`config.mk`:
```
export PLATFORM = sky130hd
export DESIGN_NAME = ber_delay_comparator
export DESIGN_NICKNAME = d
export VERILOG_FILES = /design/src/rtl/berc_pkg.sv /design/src/rtl/tap_delay_line.sv /design/src/rtl/bcd_match_counter.sv /design/src/rtl/burst_sync_ctrl.sv /design/src/rtl/ber_delay_comparator.sv
export SDC_FILE = /design/constraint.sdc
export NUM_CORES = 1
export LEC_CHECK = 0
export ABC_AREA = 1
export BUFFER_PORTS_ARGS = -buffer_cell sky130_fd_sc_hd__buf_2
export CORE_MARGIN = 5
export CORE_UTILIZATION = 41
export CTS_CLUSTER_SIZE = 40
export DETAILED_ROUTE_END_ITERATION = 10
export GPL_ROUTABILITY_DRIVEN = 0
export SYNTH_ARGS = -nofsm -noshare
export SYNTH_HDL_FRONTEND = slang
export SYNTH_HIERARCHICAL = 1
export SYNTH_SLANG_ARGS = --single-unit
```
`constraint.sdc`:
```
create_clock -name clk -period 9.15 [get_ports clk]
set_input_delay 0.4575 -clock clk [delete_from_list [all_inputs] [get_ports clk]]
set_output_delay 0.4575 -clock clk [all_outputs]
set_load 0.01 [all_outputs]
```
`src/rtl/berc_pkg.sv`:
```
package berc_pkg;
  localparam int BCD_DIGITS = 4;
  localparam int BCD_W      = 4 * BCD_DIGITS;

  // Decimal increment of a packed BCD word; wraps all-nines to zero.
  function automatic logic [BCD_W-1:0] bcd_inc(input logic [BCD_W-1:0] v);
    logic [BCD_W-1:0] r;
    logic             carry;
    r     = v;
    carry = 1'b1;
    for (int d = 0; d < BCD_DIGITS; d++) begin
      if (carry) begin
        if (v[4*d +: 4] == 4'd9) begin
          r[4*d +: 4] = 4'd0;
        end else begin
          r[4*d +: 4] = v[4*d +: 4] + 4'd1;
          carry       = 1'b0;
        end
      end
    end
    return r;
  endfunction

  // Digit-wise magnitude compare, most significant digit first.
  function automatic logic bcd_gt(input logic [BCD_W-1:0] a, input logic [BCD_W-1:0] b);
    for (int d = BCD_DIGITS - 1; d >= 0; d--) begin
      if (a[4*d +: 4] != b[4*d +: 4]) return (a[4*d +: 4] > b[4*d +: 4]);
    end
    return 1'b0;
  endfunction
endpackage

```
`src/rtl/tap_delay_line.sv`:
```
module tap_delay_line #(
  parameter int N = 8,
  parameter int W = 1
) (
  input  logic         clk,
  input  logic         rst,
  input  logic [W-1:0] din,
  input  logic [N-1:0] tap_sel,
  output logic [W-1:0] dout
);
  localparam int DEPTH = 1 << N;

  logic [W-1:0] stage [DEPTH];

  always_ff @(posedge clk or posedge rst) begin
    if (rst) begin
      for (int i = 0; i < DEPTH; i++) stage[i] <= '0;
    end else begin
      stage[0] <= din;
      for (int i = 1; i < DEPTH; i++) stage[i] <= stage[i-1];
    end
  end

  assign dout = stage[tap_sel];
endmodule

```
`src/rtl/bcd_match_counter.sv`:
```
module bcd_match_counter
  import berc_pkg::*;
(
  input  logic             clk,
  input  logic             rst,
  input  logic             match_evt,
  input  logic             clr,
  output logic [BCD_W-1:0] count
);
  logic [BCD_W-1:0] count_q;

  always_ff @(posedge clk or posedge rst) begin
    if (rst)            count_q <= '0;
    else if (clr)       count_q <= '0;
    else if (match_evt) count_q <= bcd_inc(count_q);
  end

  assign count = count_q;

  logic digits_ok;
  always_comb begin
    digits_ok = 1'b1;
    for (int d = 0; d < BCD_DIGITS; d++)
      if (count_q[4*d +: 4] > 4'd9) digits_ok = 1'b0;
  end

  AST_BCD_DIGITS: assert property (@(posedge clk) disable iff (rst) digits_ok);
  AST_CLEAR_ZERO: assert property (@(posedge clk) disable iff (rst) clr |=> (count_q == '0));
  AST_INC_MOVES: assert property (@(posedge clk) disable iff (rst) (match_evt && !clr) |=> (count_q != $past(count_q)));
  AST_WRAP_ZERO: assert property (@(posedge clk) disable iff (rst) (match_evt && !clr && count_q == 16'h9999) |=> (count_q == '0));
  AST_IDLE_HOLD: assert property (@(posedge clk) disable iff (rst) (!match_evt && !clr) |=> $stable(count_q));
endmodule

```
`src/rtl/burst_sync_ctrl.sv`:
```
module burst_sync_ctrl
  import berc_pkg::*;
#(
  parameter int               CNT_P       = 10,
  parameter int               BURST_LEN   = 101,
  parameter logic [BCD_W-1:0] SYNC_THRESH = 16'h0055
) (
  input  logic             clk,
  input  logic             rst,
  input  logic [CNT_P-1:0] tx_bit_count,
  input  logic [BCD_W-1:0] match_count,
  output logic             burst_end,
  output logic             in_sync,
  output logic [BCD_W-1:0] disp_count
);
  localparam logic [CNT_P-1:0] BURST_CODE = BURST_LEN[CNT_P-1:0];

  logic hit, hit_q;
  assign hit       = (tx_bit_count == BURST_CODE);
  assign burst_end = hit && !hit_q;

  always_ff @(posedge clk or posedge rst) begin
    if (rst) begin
      hit_q      <= 1'b0;
      in_sync    <= 1'b0;
      disp_count <= '0;
    end else begin
      hit_q <= hit;
      if (burst_end) begin
        disp_count <= match_count;
        in_sync    <= bcd_gt(match_count, SYNC_THRESH);
      end
    end
  end

  AST_ONE_PULSE: assert property (@(posedge clk) disable iff (rst) burst_end |=> !burst_end);
  AST_DISP_LOAD: assert property (@(posedge clk) disable iff (rst) burst_end |=> (disp_count == $past(match_count)));
  AST_HOLD_BETWEEN: assert property (@(posedge clk) disable iff (rst) !burst_end |=> ($stable(disp_count) && $stable(in_sync)));
endmodule

```
`src/rtl/ber_delay_comparator.sv`:
```
module ber_delay_comparator
  import berc_pkg::*;
#(
  parameter int               DLY_N       = 8,
  parameter int               CNT_P       = 10,
  parameter int               BURST_LEN   = 101,
  parameter logic [BCD_W-1:0] SYNC_THRESH = 16'h0055
) (
  input  logic             clk,
  input  logic             rst,
  input  logic             tx_nrz,
  input  logic             tx_strobe,
  input  logic             rx_nrz,
  input  logic             rx_strobe,
  input  logic [DLY_N-1:0] delay_sel,
  input  logic [CNT_P-1:0] tx_bit_count,
  output logic             match_clr,
  output logic             bitcnt_clr,
  output logic             in_sync,
  output logic [BCD_W-1:0] disp_count,
  output logic [BCD_W-1:0] match_count
);
  localparam int LANES = 2;  // lane 0: data, lane 1: strobe

  logic [LANES-1:0] ref_in, ref_dly;
  assign ref_in = {tx_strobe, tx_nrz};

  for (genvar g = 0; g < LANES; g++) begin : g_lane
    tap_delay_line #(.N(DLY_N), .W(1)) u_dly (
      .clk     (clk),
      .rst     (rst),
      .din     (ref_in[g]),
      .tap_sel (delay_sel),
      .dout    (ref_dly[g])
    );
  end

  logic match_evt, burst_end;
  assign match_evt = ref_dly[1] && rx_strobe && (ref_dly[0] == rx_nrz);

  bcd_match_counter u_cnt (
    .clk       (clk),
    .rst       (rst),
    .match_evt (match_evt),
    .clr       (burst_end),
    .count     (match_count)
  );

  burst_sync_ctrl #(
    .CNT_P       (CNT_P),
    .BURST_LEN   (BURST_LEN),
    .SYNC_THRESH (SYNC_THRESH)
  ) u_ctrl (
    .clk          (clk),
    .rst          (rst),
    .tx_bit_count (tx_bit_count),
    .match_count  (match_count),
    .burst_end    (burst_end),
    .in_sync      (in_sync),
    .disp_count   (disp_count)
  );

  assign match_clr  = burst_end;
  assign bitcnt_clr = burst_end;

  AST_NO_RX_NO_COUNT: assert property (@(posedge clk) disable iff (rst) (!rx_strobe && !burst_end) |=> $stable(match_count));
  AST_CLR_PAIR: assert property (@(posedge clk) disable iff (rst) match_clr |=> !bitcnt_clr);
endmodule

```
# [After elaboration in Yosys (flattened, before gate mapping)]
# Cells that the tools add are included.
# Widths: inputs -> output; s select.
[word_totals] regBits=546 in_bits=24
[op_classes] add_sub_neg=4 magnitude_cmp=5 n_eq_ne=8 n_mux=50 bitwise_logic=1 n_reduce_logical=13
[ops] cell="$mux 1" count=39
[ops] cell="$mux 16" count=2
[ops] cell="$mux 4" count=7
[ops] cell="$add 4x1->4 const B" count=4
[ops] cell="$bmux 1 s8" count=2
[ops] cell="$eq 4x4->1 const B" count=4
[ops] cell="$eq 10x7->1 const B" count=1
[ops] cell="$ge 9x9->1 const B" count=1
[ops] cell="$not 8->9" count=1
[ops] cell="$gt 4x1->1 const B" count=2
[ops] cell="$gt 4x3->1 const B" count=2
[ops] cell="$ne 4x3->1 const B" count=2
[ops] cell="$reduce_bool 2->1" count=4
[ops] cell="$reduce_bool 4->1" count=2
[ops] cell="$reduce_and 2->1" count=3
[ops] cell="$logic_and 1x1->1" count=3
[ops] cell="$eq 1x1->1" count=1
[ops] cell="$logic_not 1->1" count=1

# [Logic depth before layout (Yosys ltp)]
# Gate-level depths: netlist of the first run.
[depth] depth_word=17 ltp_mapped=23 ltp_nobuf=21

# [Modules after synthesis]
# Netlist of the first run, hierarchy kept.
[by_module_without_submodules] module="tap_delay_line" instances=2 cells_per_inst=836 area_per_inst_um2=9018.6 seq_area_each_um2=6406.1
[by_module_without_submodules] module="bcd_match_counter" instances=1 cells_per_inst=121 area_per_inst_um2=1003.5 seq_area_each_um2=400.4
[by_module_without_submodules] module="burst_sync_ctrl" instances=1 cells_per_inst=112 area_per_inst_um2=892.1 seq_area_each_um2=450.4
[by_module_without_submodules] module="ber_delay_comparator" instances=1 cells_per_inst=8 area_per_inst_um2=36.3 seq_area_each_um2=0.0

# [Worst setup path after synthesis of the first run]
# OpenSTA, ideal clock, no wires.
[synth_timing] path_kind="in2reg" start="input port delay_sel[3]" end="register u_cnt.count_q[12], in the netlist u_cnt/count[12]" setup_ns=0.118 t_arrival_ns=2.234 slack_ns=6.798 cell_stages=18 n_path_buf=2 cell_sequence="buf_2 > inv_1 > clkbuf_1 > nand3_1 > nand3_1 > nand2_1 > nand2_1 > nand3_1 > nand3_1 > nand2_1 > nand2_1 > nand2_1 > nor2_2 > inv_1 > o21ai_4 > nand3_2 > nand2_1 > nand2_1"
[synth_between] elab_chain_len=8
[synth_lines] item="start: declaration" line_no="ber_delay_comparator.sv:15" text="input logic [DLY_N-1:0] delay_sel,"
[synth_lines] item="$not 8->9 (implied by the code)" line_no="tap_delay_line.sv:24" text="assign dout = stage[tap_sel];"
[synth_lines] item="$bmux 1 s8" line_no="tap_delay_line.sv:24"
[synth_lines] item="$mux 1 (implied by the code) (2 in series)" line_no="tap_delay_line.sv:24"
[synth_lines] item="via ref_dly[0]" line_no="ber_delay_comparator.sv:25" text="logic [LANES-1:0] ref_in, ref_dly;"
[synth_lines] item="$eq 1x1->1" line_no="ber_delay_comparator.sv:39" text="assign match_evt = ref_dly[1] && rx_strobe && (ref_dly[0] == rx_nrz);"
[synth_lines] item="$logic_and 1x1->1" line_no="ber_delay_comparator.sv:39"
[synth_lines] item="via match_evt" line_no="ber_delay_comparator.sv:38" text="logic match_evt, burst_end;"
[synth_lines] item="$reduce_bool 2->1 (no line)"
[synth_lines] item="$reduce_and 2->1 (no line)"
[synth_lines] item="end signal: assignment" line_no="bcd_match_counter.sv:15" text="else if (match_evt) count_q <= bcd_inc(count_q);"
[synth_lines] item="end: declaration" line_no="bcd_match_counter.sv:10" text="logic [BCD_W-1:0] count_q;"
# The timed path passes the listed nets, and every way through them passes these cells. The select of a mux whose other input is x is not followed.
# A chain may end at the register's enable or synchronous reset.

# [Final worst setup path of the first run]
[layout_timing] start="input port delay_sel[0]" end="register u_cnt.count_q[14], in the netlist u_cnt/count[14]"
# Same word-level chain as after synthesis.

==> impl_metrics.csv, run 1 <==
group,metric,value,unit
status,status,"completed",
cts,htree_levels,2,
detailed_routing,routedLengthMet1,20300,um
worst_setup_path,cp-start-kind,"input port",
detailed_routing,via_per_inst,5.17,
detailed_routing,wl,43800,um
yosys,synth-seq-cells,546,
yosys,yosysTopAreaCell,"dfrtp_1",
timing,fin_crit,4.19,ns
global_route,antenna_found_initial,1,
timing,skew,0.0314,ns
cts,clock-sinks,546,
layout,final_cells,2594,
worst_setup_path,crit_type,"input port to register",
yosys,ys_seq_area_frac,0.684,
placement,io_buffer_count,58,
yosys,mappedNetlistArea,20000,um2
timing,tightest_slew,0.995,ns
timing,hold_violations,0,
worst_setup_path,worstPathMaxFanout,108,
layout,areaGrowthSynthToFinish,11.7,%
placement,dpl.hpwl,23100,um
floorplan,die_w,231,um
global_route,grt_usage,0.167,
layout,final_util,0.465,
global_route,grt_pass1_wl,73400,um
worst_setup_path,critPathLaunch,"delay_sel[0]",
timing,slew_headroom,0.336,
cts,clk_latency,0.62,ns
yosys,synthDominantCellAreaShare,0.684,
worst_setup_path,worstPathArrival,4.68,ns
detailed_routing,dr.pass1.iters,7,
detailed_routing,route.met2.wl,20200,um
floorplan,start_util,0.416,
timing,finalSetupViolations,0,
yosys,yosys-top-cells-area,"dfrtp_1 68%, nand3_1 13%, nand2_1 12%",
cts,cts_tree,"done",
floorplan,core,47900,um2
placement,dp_cells,2495,
yosys,synth.distinct_cells,33,
detailed_routing,top_layer_used,"met5",
cts,cts_made_buffers,54,
worst_setup_path,endpoint_kind,"register",
floorplan,ioPinCount,59,
layout,drive_gt1_frac,0.0930,
global_route,grt_max_degree,122,
detailed_routing,drt_iter0_drc,1368,
detailed_routing,vias,13400,
global_route,overflow,0,
cts,path_clk_slew,0.06,ns
power,powerDensity,225,nW/um2
cts,postCtsSetupBuffers,0,
detailed_routing,drc,0,
yosys,syn-num-nets,1945,
yosys,synthCells,1913,
layout,nets,1970,
timing,period_share,0.458,
yosys,synth_warnings,6,
detailed_routing,wl_met3,2450,um
power,p_leak,11.0,nW
timing,maxSlewViolCount,0,
min_path,hold_path_class,"input port to asynchronous set/reset pin",
power,ir_drop,0.000162,V
cts,clockRootBuffer,"clkbuf_16",
cts,cts_resized,0,
worst_setup_path,rr_startpoint,"g_lane[0].u_dly/stage[232]$_DFF_PP0_",
worst_setup_path,cp.required,9.64,ns
floorplan,dieHeight,231,um
floorplan,dieArea,53200,um2
timing,fmax,239,MHz
timing,rsz0062_at_grt,"false",
floorplan,rows,80,
yosys,syn_avg_cell_area,10.4,um2
layout,insertedDiodeCount,0,
timing,finalSetupTns,0,ns
detailed_routing,ant_nets,0,
detailed_routing,wl_per_cell,16.9,um
run,drv_cap,0,
cts,clockBufferDepth,3,
global_route,grt_pass1_vias,13500,
==> sequential cells by signal, summed over array words and instances, names as in the netlist <==
register	cells
u_cnt/count	16
u_ctrl/disp_count	16
u_ctrl/in_sync	1
u_ctrl/hit_q	1
g_lane.u_dly/stage	512
==> synthesized netlist by cell type, drive strengths merged <==
master / instances
xnor2: 1
o22ai: 1
a21oi: 1
o21ai: 10
nand3b: 1
nor2: 21
or2: 3
nand4: 5
nand2: 643
dfrtp: 546
clkbuf: 18
xor2: 3
inv: 48
nand3: 513
ha: 8
nor3: 1
buf: 90
==> worst max-delay path: stages <==
cell and delay, ns:
clkbuf_8 0.54, clkinv_2 0.80, buf_4 0.63, nand2_1 0.15
nand3_1 0.07, nand3_1 0.12, nand3_1 0.11, nand3_1 0.13
nand2_1 0.08, nand2_1 0.05, nand3_1 0.09, nand3_1 0.10
nand2_1 0.13, nand2_1 0.10, nand2_1 0.06, nor2_2 0.17
inv_1 0.14, o21ai_4 0.28, nand3_2 0.15, nand2_1 0.08
nand2_1 0.05
==> layout make-up <==
| cell class | count | area, um2 |
|---|---|---|
| fill | 4287 | 25600 |
| sequential | 546 | 13700 |
| multi-input combinational | 1211 | 5440 |
| clock buffer | 82 | 1570 |
| tap | 615 | 769 |
| timing repair buffer | 77 | 449 |
| clock inverter | 15 | 223 |
| inverter | 48 | 199 |
==> path summary, 6_finish.rpt <==
| kind | to | slack, ns | cells past startpoint |
|---|---|---|---|
| max reg2reg | u_cnt/count[14]$_DFFE_PP0P_ | 6.63 | 18 |
| max in group asynchronous | g_lane[0].u_dly/stage[128]$_DFF_PP0_ | 6.79 | 4 |
| max | u_cnt/count[14]$_DFFE_PP0P_ | 4.96 | 21 |
| min | g_lane[0].u_dly/stage[12]$_DFF_PP0_ | 0.01 | 2 |
| min reg2reg | g_lane[0].u_dly/stage[157]$_DFF_PP0_ | 0.35 | 0 |
| min in group clk | u_ctrl/hit_q$_DFF_PP0_ | 0.15 | 4 |
==> cell usage in the layout, fill, tap and decap left out <==
cell	synthesis	layout
nor3_1	1	1
ha_1	8	8
clkbuf_16	0	54
inv_2	7	5
nand3b_1	1	1
clkinv_2	0	9
clkbuf_8	0	12
dlygate4sd3_1	0	2
nor2_1	15	15
o21ai_0	6	6
nand3_2	4	4
inv_1	41	39
o21ai_1	3	3
inv_8	0	2
nor2_2	2	2
nand2_1	637	637
dfrtp_1	546	546
nand4_4	1	1
clkinv_16	0	1
bufinv_16	0	4
clkbuf_1	18	17
buf_2	25	56
o22ai_1	1	1
buf_4	53	18
or2_2	1	1
clkinv_8	0	2
inv_4	0	1
nand2_2	5	5
a21oi_1	1	1
or2_0	2	2
o21ai_4	1	1
nor2_4	3	3
nor2_8	1	1
xnor2_1	1	1
nand4_1	4	4
nand2_4	1	1
nand3_1	508	508
xor2_1	3	3
nand3_4	1	1
==> per-layer routing <==
metal / up-vias / GRT usage
met1: 6737 / 0.244
li1: 6287 / -
met5: - / 0
met4: 2 / 0.0407
met3: 57 / 0.0339
met2: 327 / 0.259
==> report_power, final <==
group | internal (mW) | switching (mW) | leakage (nW) | total (mW)
registers | 2.45 | 0.0402 | 7.39 | 2.49
clock network | 1.29 | 0.923 | 0.878 | 2.22
logic | 0.0883 | 0.225 | 2.73 | 0.313
total | 3.83 | 1.19 | 11.0 | 5.02
==> cells by family after synthesis <==
kind of cell	share of synthesized area
buffers and inverters	0.0433
AOI/OAI and AO/OA	0.00363
DFF	0.684
and+or+nand+nor	0.262
adders and majority gates	0.00501
xor gates and xnor gates	0.00175
==> through the flow <==
| stage | total power [mW] | hold WS [ns] | worst slack (ns) | area [um2] |
|---|---|---|---|---|
| after global routing | 5.24 | 0.0866 | 4.62 | 22300 |
| after CTS | 5.10 | 0.0424 | 5.03 | 22300 |
| after global placement | 2.85 | 0.356 | 4.42 | 20500 |
| after floorplan | 2.76 | 0.354 | 1.65 | 20000 |
| final | 5.02 | 0.0143 | 4.96 | 22300 |
| after detailed placement | 2.85 | 0.358 | 4.42 | 20500 |
==> what timing repair did <==
item,4_1_cts,5_1_grt
setup endpoints to repair,0,0
hold buffers,2,0
hold endpoints to repair,2,0
No activity file was read; power rests on OpenSTA's default activity.
==> inputs of run 2 (changes only) <==
==> constraint.sdc (replaced) <==
create_clock -name clk -period 3.6 [get_ports clk]
set_input_delay 0.18 -clock clk [delete_from_list [all_inputs] [get_ports clk]]
set_output_delay 0.18 -clock clk [all_outputs]
set_load 0.01 [all_outputs]
==> run 2 against run 1 <==
Cell count increased by 1.1%. Utilization up 0.94 points. Flip-flop and latch count is the same. Clock power increased to 2.6 times the previous value. Critical endpoint is now u_cnt/count[12]$_DFFE_PP0P_. Non-clock buffer count rose by 23. Final area up 2.0%. Sequential power rose to 2.5 times the previous value. Die area unchanged. Total power increased to 2.6 times the previous value.
==> impl_metrics.csv, run 2 (same netlist as run 1, synthesis figures left out) <==
group,metric,value,unit
status,status,"completed",
floorplan,dieArea,53200,um2
cts,hold_buffers,6,
cts,postCtsSetupBuffers,0,
layout,final_util,0.475,
layout,regArea,13700,um2
worst_setup_path,rr_startpoint,"g_lane[0].u_dly/stage[4]$_DFF_PP0_",
timing,finalSetupTns,0,ns
timing,period_share,0.725,
timing,rsz0062_at_grt,"false",
cts,cts_tree,"done",
worst_setup_path,max_stage_delay,0.39,ns
global_route,grt_pass1_wl,73500,um
detailed_routing,vias,13500,
global_route,grt_max_degree,118,
worst_setup_path,critPathLaunch,"g_lane[0].u_dly/stage[4]$_DFF_PP0_",
worst_setup_path,crit_top_cell,"nand2_1",
worst_setup_path,endpoint_kind,"register",
floorplan,ioPinCount,59,
layout,multi_input_area,5440,um2
layout,nets,1994,
worst_setup_path,cp-start-kind,"register",
layout,final_common_cell,"nand2_1",
layout,areaGrowthSynthToFinish,14.0,%
layout,max_flop_register,"g_lane.u_dly/stage",
floorplan,dieHeight,231,um
power,ir_drop,0.000338,V
cts,path_clk_slew,0.06,ns
layout,insertedDiodeCount,0,
cts,clockBufferDepth,3,
placement,io_buffer_count,58,
global_route,grt_pass1_vias,13800,
cts,clk_latency,0.59,ns
run,drv_cap,0,
timing,tightest_slew,0.945,ns
power,powerDensity,573,nW/um2
detailed_routing,drt_iter0_drc,1087,
placement,dpl.hpwl,24100,um
layout,drive_gt1_frac,0.108,
timing,skew,0.0202,ns
worst_setup_path,worstPathMaxFanout,8,
worst_setup_path,crit_type,"register to register",
floorplan,start_util,0.416,
floorplan,die_w,231,um
cts,clock-sinks,546,
layout,largest_reg_flops,512,
detailed_routing,via_per_inst,5.14,
detailed_routing,wl_per_cell,16.7,um
min_path,hold_path_class,"input port to register",
layout,fill_cells,4294,
detailed_routing,dr.pass1.iters,5,
cts,clockRootBuffer,"clkbuf_16",
global_route,overflow,0,
timing,fin_crit,2.61,ns
cts,htree_levels,2,
detailed_routing,ant_nets,0,
layout,final_cell_mix,"637 x nand2_1, 546 x dfrtp_1, 508 x nand3_1",
worst_setup_path,cp.required,4.09,ns
floorplan,core,47900,um2
floorplan,rows,80,
cts,cts_resized,0,
power,p_leak,11.2,nW
worst_setup_path,slowest_stage,"dfrtp_1",
global_route,grt_usage,0.167,
detailed_routing,wl,43900,um
cts,cts_made_buffers,55,
global_route,antenna_found_initial,0,
timing,finalSetupViolations,0,
detailed_routing,drc,0,
worst_setup_path,worstPathArrival,3.10,ns
timing,maxSlewViolCount,0,
worst_setup_path,cp_num_buf_inv,1,
min_path,hp-start,"tx_bit_count[9]",
timing,hold_violations,0,
timing,slew_headroom,0.369,
worst_setup_path,crit_chain,"nand2_1 > nand3_1 > nand3_1 > nand3_1 > nand3_1 > nand2_1 > nand2_1 > nand3_1 > nand3_1 > nand2_1 > nand2_1 > nand2_1 > nor2_2 > inv_1 > o21ai_4 > nand3_2 > nand2_1 > nand2_1",
timing,fmax,383,MHz
worst_setup_path,crit_family,"simple AND/OR/NAND/NOR gates",
[run 2: through the flow]
stage	area (um2)	hold WS, ns	worst slack, ns	instances	total power, mW
2_1_floorplan	20000	0.0937	0.0484	1913	7.01
3_3_place_gp	20800	0.291	0.597	2514	7.28
3_5_place_dp	20800	0.289	0.555	2514	7.29
4_1_cts	22800	0.0183	1.08	2623	13.2
5_1_grt	22800	0.0537	0.834	2623	13.6
6_report	22800	0.0597	0.991	2623	13.0
[run 2: worst paths after layout]
check,to,slack (ns),depth (start not counted)
min in group asynchronous,u_cnt/count[2]$_DFFE_PP0P_,0.30,3
max in group asynchronous,g_lane[0].u_dly/stage[155]$_DFF_PP0_,2.27,4
setup reg to reg,u_cnt/count[12]$_DFFE_PP0P_,0.99,18
setup / recovery,u_cnt/count[12]$_DFFE_PP0P_,0.99,18
hold reg to reg,g_lane[1].u_dly/stage[150]$_DFF_PP0_,0.36,0
hold / removal,u_ctrl/disp_count[7]$_DFFE_PP0P_,0.06,6
[run 2: worst reg2reg max path, delay by kind of cell, from the launching register on]
kind | cells | cell delay, ns
compound gates | 1 | 0.30
flops | 1 | 0.39
buf+inv | 1 | 0.16
simple gates | 16 | 1.68
[run 2: area by class of cell]
class                           count  share of cell area
Clock buffer                       80              0.0722
Timing Repair Buffer              100              0.0355
Clock inverter                     23              0.0109
Tap cell                          615              0.0338
Sequential cell                   546               0.600
Inverter                           48             0.00841
Multi-Input combinational cell   1211               0.239
[run 2: routing by layer]
| metal | GRT usage | part of all wire |
|---|---|---|
| met1 | 0.246 | 0.48 |
| met2 | 0.252 | 0.45 |
| met3 | 0.0338 | 0.051 |
| met4 | 0.0540 | 0.027 |
| met5 | 0 | 0 |
[run 2: where the power goes]
part | switching, mW | total (mW) | internal [mW]
sequential | 0.101 | 6.33 | 6.23
clock | 2.35 | 5.87 | 3.52
combinational | 0.580 | 0.841 | 0.260
total | 3.03 | 13.0 | 10.0
